[config.mk]
export PLATFORM = sky130hd
export DESIGN_NAME = exv_unit
export DESIGN_NICKNAME = d
export VERILOG_FILES = /design/src/rtl/exv_pkg.sv /design/src/rtl/exv_decode.sv /design/src/rtl/exv_target.sv /design/src/rtl/exv_fields.sv /design/src/rtl/exv_unit.sv
export SDC_FILE = /design/constraint.sdc
export NUM_CORES = 1
export LEC_CHECK = 0
export BUFFER_PORTS_ARGS = -buffer_cell sky130_fd_sc_hd__buf_4
export CAP_MARGIN = 20
export CORE_UTILIZATION = 50
export CTS_BUF_LIST = sky130_fd_sc_hd__clkbuf_4 sky130_fd_sc_hd__clkbuf_8 sky130_fd_sc_hd__clkbuf_16
export DETAILED_ROUTE_END_ITERATION = 6
export PLACE_DENSITY = 0.86
export REMOVE_ABC_BUFFERS = 1
export SYNTH_ARGS = -nofsm -noshare
export SYNTH_HDL_FRONTEND = slang
export SYNTH_SLANG_ARGS = --single-unit
[constraint.sdc]
create_clock -name clk -period 6.2 [get_ports clk]
set_clock_uncertainty 0.15 [all_clocks]
set_input_delay 0.62 -clock clk [delete_from_list [all_inputs] [get_ports clk]]
set_output_delay 0.62 -clock clk [all_outputs]
set_load 0.1 [all_outputs]
[src/rtl/exv_pkg.sv]
package exv_pkg;
  localparam int WORD_W = 32;

  // status word bit positions
  localparam int ST_EXL    = 1;
  localparam int ST_ERL    = 2;
  localparam int ST_MODE_L = 3;
  localparam int ST_NMI    = 19;
  localparam int ST_SR     = 20;
  localparam int ST_BEV    = 22;

  // cause word bit positions
  localparam int CA_CODE_L = 2;
  localparam int CA_IV     = 23;
  localparam int CA_CE_L   = 28;
  localparam int CA_BD     = 31;

  // kinds with special handling
  localparam logic [4:0] K_INT   = 5'd0;
  localparam logic [4:0] K_TLBL  = 5'd2;
  localparam logic [4:0] K_TLBS  = 5'd3;
  localparam logic [4:0] K_COPU  = 5'd11;
  localparam logic [4:0] K_NMI   = 5'd16;
  localparam logic [4:0] K_SRST  = 5'd17;
  localparam logic [4:0] K_DEBUG = 5'd19;
  localparam logic [4:0] K_CACHE = 5'd30;

  localparam logic [WORD_W-1:0] OFF_GEN     = 32'h0000_0180;
  localparam logic [WORD_W-1:0] OFF_IRQ_VEC = 32'h0000_0200;
  localparam logic [WORD_W-1:0] OFF_REFILL  = 32'h0000_0000;
  localparam logic [WORD_W-1:0] OFF_CE_BOOT = 32'h0000_0100;
  localparam logic [WORD_W-1:0] OFF_CE_RUN  = 32'h2000_0100;

  typedef enum logic [1:0] {
    PATH_GEN = 2'd0,
    PATH_ERR = 2'd1,
    PATH_DBG = 2'd2
  } entry_path_e;

  typedef struct packed {
    entry_path_e       path;
    logic [WORD_W-1:0] offset;
    logic              is_nmi;
    logic              is_srst;
    logic              is_copu;
  } entry_dec_t;

  function automatic logic kind_is_general(input logic [4:0] k);
    return !(k == K_NMI || k == K_SRST || k == K_DEBUG);
  endfunction
endpackage

[src/rtl/exv_decode.sv]
module exv_decode
  import exv_pkg::*;
(
  input  logic [4:0]  kind,
  input  logic        refill,
  input  logic        exl,
  input  logic        bev,
  input  logic        iv,
  output entry_dec_t  dec
);
  always_comb begin
    dec         = '0;
    dec.is_nmi  = (kind == K_NMI);
    dec.is_srst = (kind == K_SRST);
    dec.is_copu = (kind == K_COPU);
    if (dec.is_nmi || dec.is_srst) begin
      dec.path = PATH_ERR;
    end else if (kind == K_DEBUG) begin
      dec.path = PATH_DBG;
    end else begin
      dec.path   = PATH_GEN;
      dec.offset = OFF_GEN;
      if (kind == K_INT && iv)
        dec.offset = OFF_IRQ_VEC;
      if ((kind == K_TLBL || kind == K_TLBS) && refill && !exl)
        dec.offset = OFF_REFILL;
      if (kind == K_CACHE)
        dec.offset = bev ? OFF_CE_BOOT : OFF_CE_RUN;
    end
  end
endmodule

[src/rtl/exv_target.sv]
module exv_target
  import exv_pkg::*;
#(
  parameter int                ADDR_W     = 32,
  parameter int                ALIGN_BITS = 10,
  parameter int                INSN_BYTES = 4,
  parameter logic [ADDR_W-1:0] BOOT_BASE  = 32'hBFC0_0200,
  parameter logic [ADDR_W-1:0] ERR_VEC    = 32'hBFC0_0000,
  parameter logic [ADDR_W-1:0] DBG_VEC    = 32'hBFC0_0480
) (
  input  entry_dec_t        dec,
  input  logic              bev,
  input  logic [ADDR_W-1:0] ebase,
  input  logic [ADDR_W-1:0] pc,
  input  logic              in_slot,
  output logic [ADDR_W-1:0] next_pc,
  output logic [ADDR_W-1:0] save_pc
);
  localparam logic [ADDR_W-1:0] STEP = ADDR_W'(INSN_BYTES);

  logic [ADDR_W-1:0] base_mask;
  logic [ADDR_W-1:0] gen_base;

  generate
    if (ALIGN_BITS == 0) begin : g_no_align
      assign base_mask = '1;
    end else begin : g_align
      assign base_mask = ~((ADDR_W'(1) << ALIGN_BITS) - ADDR_W'(1));
    end
  endgenerate

  assign gen_base = bev ? BOOT_BASE : (ebase & base_mask);
  assign save_pc  = in_slot ? (pc - STEP) : pc;

  always_comb begin
    unique case (dec.path)
      PATH_ERR: next_pc = ERR_VEC;
      PATH_DBG: next_pc = DBG_VEC;
      default:  next_pc = gen_base + ADDR_W'(dec.offset);
    endcase
  end
endmodule

[src/rtl/exv_fields.sv]
module exv_fields
  import exv_pkg::*;
(
  input  entry_dec_t        dec,
  input  logic [4:0]        kind,
  input  logic              in_slot,
  input  logic [1:0]        cop_num,
  input  logic [WORD_W-1:0] status_in,
  input  logic [WORD_W-1:0] cause_in,
  output logic [WORD_W-1:0] status_n,
  output logic [WORD_W-1:0] cause_n,
  output logic [2:0]        save_sel,   // {debug, error, general}
  output logic              dbg_n
);
  logic exl;
  assign exl = status_in[ST_EXL];

  always_comb begin
    status_n = status_in;
    cause_n  = cause_in;
    save_sel = 3'b000;
    dbg_n    = 1'b0;
    unique case (dec.path)
      PATH_ERR: begin
        save_sel[1]                 = 1'b1;
        status_n[ST_ERL]            = 1'b1;
        status_n[ST_BEV]            = 1'b1;
        status_n[ST_MODE_L+:2]      = 2'b00;
        if (dec.is_nmi)  status_n[ST_NMI] = 1'b1;
        if (dec.is_srst) status_n[ST_SR]  = 1'b1;
        if (!exl) cause_n[CA_BD]    = 1'b0;
      end
      PATH_DBG: begin
        save_sel[2]                 = 1'b1;
        dbg_n                       = 1'b1;
        status_n[ST_MODE_L+:2]      = 2'b00;
        if (!exl) cause_n[CA_BD]    = 1'b0;
      end
      default: begin
        if (!exl) begin
          save_sel[0]               = 1'b1;
          cause_n[CA_BD]            = in_slot;
          status_n[ST_EXL]          = 1'b1;
          status_n[ST_MODE_L+:2]    = 2'b00;
        end
        cause_n[CA_CODE_L+:5]       = kind;
        if (dec.is_copu)
          cause_n[CA_CE_L+:2]       = cop_num;
      end
    endcase
  end
endmodule

[src/rtl/exv_unit.sv]
module exv_unit
  import exv_pkg::*;
#(
  parameter int                ADDR_W     = 32,
  parameter int                ALIGN_BITS = 10,
  parameter int                INSN_BYTES = 4,
  parameter logic [ADDR_W-1:0] BOOT_BASE  = 32'hBFC0_0200,
  parameter logic [ADDR_W-1:0] ERR_VEC    = 32'hBFC0_0000,
  parameter logic [ADDR_W-1:0] DBG_VEC    = 32'hBFC0_0480
) (
  input  logic              clk,
  input  logic              rst,
  input  logic              take,
  input  logic [4:0]        kind,
  input  logic [ADDR_W-1:0] pc,
  input  logic              in_slot,
  input  logic              refill,
  input  logic [1:0]        cop_num,
  input  logic [WORD_W-1:0] status_in,
  input  logic [WORD_W-1:0] cause_in,
  input  logic [ADDR_W-1:0] ebase,
  output logic              done,
  output logic [ADDR_W-1:0] next_pc,
  output logic [ADDR_W-1:0] save_pc,
  output logic              epc_we,
  output logic              errepc_we,
  output logic              depc_we,
  output logic [WORD_W-1:0] status_out,
  output logic [WORD_W-1:0] cause_out,
  output logic              enter_debug
);
  entry_dec_t        dec;
  logic [ADDR_W-1:0] npc_c, spc_c;
  logic [WORD_W-1:0] st_c, ca_c;
  logic [2:0]        sel_c;
  logic              dbg_c;

  exv_decode u_decode (
    .kind   (kind),
    .refill (refill),
    .exl    (status_in[ST_EXL]),
    .bev    (status_in[ST_BEV]),
    .iv     (cause_in[CA_IV]),
    .dec    (dec)
  );

  exv_target #(
    .ADDR_W(ADDR_W), .ALIGN_BITS(ALIGN_BITS), .INSN_BYTES(INSN_BYTES),
    .BOOT_BASE(BOOT_BASE), .ERR_VEC(ERR_VEC), .DBG_VEC(DBG_VEC)
  ) u_target (
    .dec     (dec),
    .bev     (status_in[ST_BEV]),
    .ebase   (ebase),
    .pc      (pc),
    .in_slot (in_slot),
    .next_pc (npc_c),
    .save_pc (spc_c)
  );

  exv_fields u_fields (
    .dec       (dec),
    .kind      (kind),
    .in_slot   (in_slot),
    .cop_num   (cop_num),
    .status_in (status_in),
    .cause_in  (cause_in),
    .status_n  (st_c),
    .cause_n   (ca_c),
    .save_sel  (sel_c),
    .dbg_n     (dbg_c)
  );

  always_ff @(posedge clk) begin
    if (rst) begin
      done        <= 1'b0;
      epc_we      <= 1'b0;
      errepc_we   <= 1'b0;
      depc_we     <= 1'b0;
      enter_debug <= 1'b0;
      next_pc     <= '0;
      save_pc     <= '0;
      status_out  <= '0;
      cause_out   <= '0;
    end else begin
      done        <= take;
      epc_we      <= take & sel_c[0];
      errepc_we   <= take & sel_c[1];
      depc_we     <= take & sel_c[2];
      enter_debug <= take & dbg_c;
      if (take) begin
        next_pc    <= npc_c;
        save_pc    <= spc_c;
        status_out <= st_c;
        cause_out  <= ca_c;
      end
    end
  end

  // one-cycle result timing
  p_done_after_take_r2: assert property (@(posedge clk) disable iff (rst)
    take |=> done);
  p_quiet_when_idle_r2: assert property (@(posedge clk) disable iff (rst)
    !take |=> !done && !epc_we && !errepc_we && !depc_we && !enter_debug);

  // save targets are exclusive
  p_one_save_target_r13: assert property (@(posedge clk) disable iff (rst)
    $onehot0({epc_we, errepc_we, depc_we}));

  // first-level general entry raises EXL and clears the mode
  p_first_entry_sets_exl_r7: assert property (@(posedge clk) disable iff (rst)
    take && kind_is_general(kind) && !status_in[ST_EXL]
    |=> epc_we && status_out[ST_EXL] && status_out[ST_MODE_L+:2] == 2'b00);

  // nested general entry never writes the return register
  p_nested_no_epc_r8: assert property (@(posedge clk) disable iff (rst)
    take && kind_is_general(kind) && status_in[ST_EXL] |=> !epc_we);

  // error entries reach the error vector with ERL and BEV set
  p_error_vector_r11: assert property (@(posedge clk) disable iff (rst)
    take && (kind == K_NMI || kind == K_SRST)
    |=> errepc_we && next_pc == ERR_VEC && status_out[ST_ERL] && status_out[ST_BEV]);

  // debug entry
  p_debug_vector_r12: assert property (@(posedge clk) disable iff (rst)
    take && kind == K_DEBUG |=> depc_we && enter_debug && next_pc == DBG_VEC);
endmodule

==> summary.txt <==
Drt
  – DR DRC count: 0
  – Final ANT Viol Nets: 0
  – DR WL/cell: 16.0 um
  – DRT Pass-1 Iters: 4
  – Drt initial violations: 264
  – Via Count: 5482
  – WL final: 16100 um
  – Vias per cell: 5.42

Synth
  – Ys Warns: 0
  – Cell Area, Synth: 0.00557 mm2
  – EDFF count, synth: 0
  – Register bit total from synthesis: 125
  – Syn Inst Count: 623
  – Post-synthesis sequential area ratio: 44.9%
  – Asr flop ratio synth: 0%
  – Cell variety after synth: 60
  – Mapped Avg Cell Area: 8.95 um2
  – Top_reg_cell synth: dfxtp_1

Finish
  – Share of layout cells above drive strength 1: 34.8%
  – Fin nets: 1001
  – Finished Cell Area: 0.00810 mm2
  – ANT cells: 0
  – Commonest non-fill, non-tap cell in the layout: buf_4
  – Leading cell types in the layout, fill and taps excluded: buf_4, nor2_1, dfxtp_1
  – Layout area overhead: 45.3%

Critical path
  – Most common cell on crit path: and3_1
  – Crit-path slowest cell: nor4_4
  – Critical Path RT: 6460 ps
  – Crit end category: register
  – Maximum fanout along the worst path: 10
  – Largest delay contributor family on the critical path: simple AND/OR/NAND/NOR gates
  – CP arrival: 2900 ps
  – R2R Path End: next_pc[30]
  – Worst-path cell chain: buf_4 > nor3_1 > and3_1 > ha_1 > nand4_1 > nor4_4 > and3_1 > nand4_1 > and3_1
  – Worst path bufs/invs: 1
  – Worst R2R Start: next_pc[30]
  – Flop2flop setup slack: 4860 ps
  – CP Class: primary input to register
  – Worst reg2reg path depth: 4
  – Worst path max stage delay: 590 ps
  – CP Launch Type: primary input

Run
  – Max Cap Violations: 0

Place
  – Dpl hpwl: 11900 um
  – Dpl cell area: 0.00750 mm2
  – Placer Congestion: 0.855
  – PortBufs: 255

Floorplan
  – Core region area: 0.0108 mm2
  – Top Ports: 273
  – Die Y: 108 um
  – Die X: 108 um
  – Die ar.: 0.0116 mm2
  – Initial Utilization: 51.4%
  – Row count: 38

Global route
  – Global-route wire length before repair: 24800 um
  – Pin count of the biggest net entering global routing: 87
  – Total gr overflow: 0
  – Vias in the first global route: 5225
  – Initial antenna violation count: 0
  – Total GRT Usage: 27.5%

Clocking
  – Total CTS buffers: 17
  – Clk root buf: clkbuf_8
  – CTS resizes: 0
  – Clk_lat worst skew: 510 ps
  – # hold bufs at CTS: 0
  – CTS max path bufs: 2
  – CTS tree: built
  – Clk slew on worst S/H paths: 60 ps
  – Clk sinks: 125
  – Setup Buffers After CTS: 0
  – H-tree Lvls: 4

Timing
  – Final hold violations: 0
  – Peak Freq: 0.378 GHz
  – Slew Limit Fails: 0
  – Setup_tns: 0 ps
  – Worst slew pin tran: 987 ps
  – Unrepaired setup endpoints after global routing: false
  – Fin crit share: 42.7%
  – Setup-failing EPs final: 0
  – Final hold slack: 191 ps
  – Period minus WS final: 2650 ps
  – Worst slew margin: 34.2%

Power and ir drop
  – Pwr dens: 318 mW/mm2
  – Total power: 2.58 mW
  – Pleak: 3.64 nW
  – Max rail drop VDD: 0.196 mV

Outcome
  – Outcome: completed

Hold path
  – Hold wc startpoint: status_in[1]
  – WHS Endpoint: epc_we
  – Hold path depth: 2
  – Worst Hold Class: primary input to register
## worst max-delay path by stage
stage                  end  depth (start not counted)  startpoint  slack [ps]
4_1_cts        next_pc[31]                          9     kind[4]        3560
2_1_floorplan  next_pc[31]                          8     kind[4]        3590
6_report       next_pc[31]                          9     kind[4]        3550
3_5_place_dp   next_pc[31]                          9     kind[4]        3030
5_1_grt        next_pc[26]                          9     kind[4]        3320
3_3_place_gp   next_pc[31]                          9     kind[4]        3150
## metal layers
metal | vias to the layer above | wire length (um) | global-route usage [%]
met1 | 2542 | 6270 | 30.6
met4 | 0 | 480 | 13.4
met3 | 37 | 1290 | 7.93
li1 | 2649 | - | -
met5 | - | 0 | 0
met2 | 254 | 8090 | 47.8
## flip-flops by register name, summed over array words and instances, names as in the netlist
register     cells
cause_out       32
save_pc         32
status_out      32
next_pc         25
done             1
enter_debug      1
epc_we           1
errepc_we        1
## layout make-up
type	instances	area (um2)
Clock buffer	19	442
Fill cell	770	2740
Sequential cell	125	2500
Timing Repair Buffer	257	1930
Inverter	6	22.5
Clock inverter	13	164
Multi-Input combinational cell	451	2860
Tap cell	140	175
## cells in the mapped netlist (all sizes together), types with 2 or more instances
cell type / instances / area [um2]
buf: 14 / 85.1
nand3: 12 / 65.1
a21oi: 19 / 95.1
dfxtp: 125 / 2500
nand2: 28 / 105
a31oi: 2 / 12.5
nor4: 11 / 105
nand4: 6 / 37.5
nand2b: 7 / 43.8
o31ai: 2 / 15.0
o21ai: 13 / 65.1
a211oi: 36 / 275
nor3b: 4 / 30.0
a311oi: 7 / 61.3
nand4b: 3 / 26.3
nor2b: 11 / 68.8
mux2i: 56 / 561
xor2: 12 / 105
and2: 2 / 12.5
o32ai: 2 / 17.5
xnor2: 21 / 184
inv: 6 / 22.5
nor2: 126 / 473
or3: 8 / 55.1
clkbuf: 33 / 124
or4: 5 / 41.3
and3: 7 / 43.8
ha: 3 / 37.5
or2: 3 / 18.8
nor3: 20 / 115
## kinds of logic after synthesis
group	count (synthesis)	share of synthesized area, %
xor gates and xnor gates	33	5.19
AOI/OAI and AO/OA	93	11.5
DFF	125	44.9
muxes	57	10.3
buffers and inverters	53	4.15
adders and majority gates	3	0.673
other	1	0.0673
and+or+nand+nor	258	23.3
## power by group
part,internal (mW),switching [mW]
Clock,0.635,0.375
Sequential,0.854,0.0279
Combinational,0.172,0.512
Total,1.66,0.915
## per-stage QoR
step | setup slack [ps] | utilization, % | cells
floorplan | 3590 | - | 582
global placement | 3150 | 69.1 | 979
detailed placement | 3030 | 69.1 | 979
CTS | 3560 | 74.7 | 1011
global route | 3320 | 74.7 | 1011
finish | 3550 | 74.7 | 1011
Power figures use the tool's default switching activity.
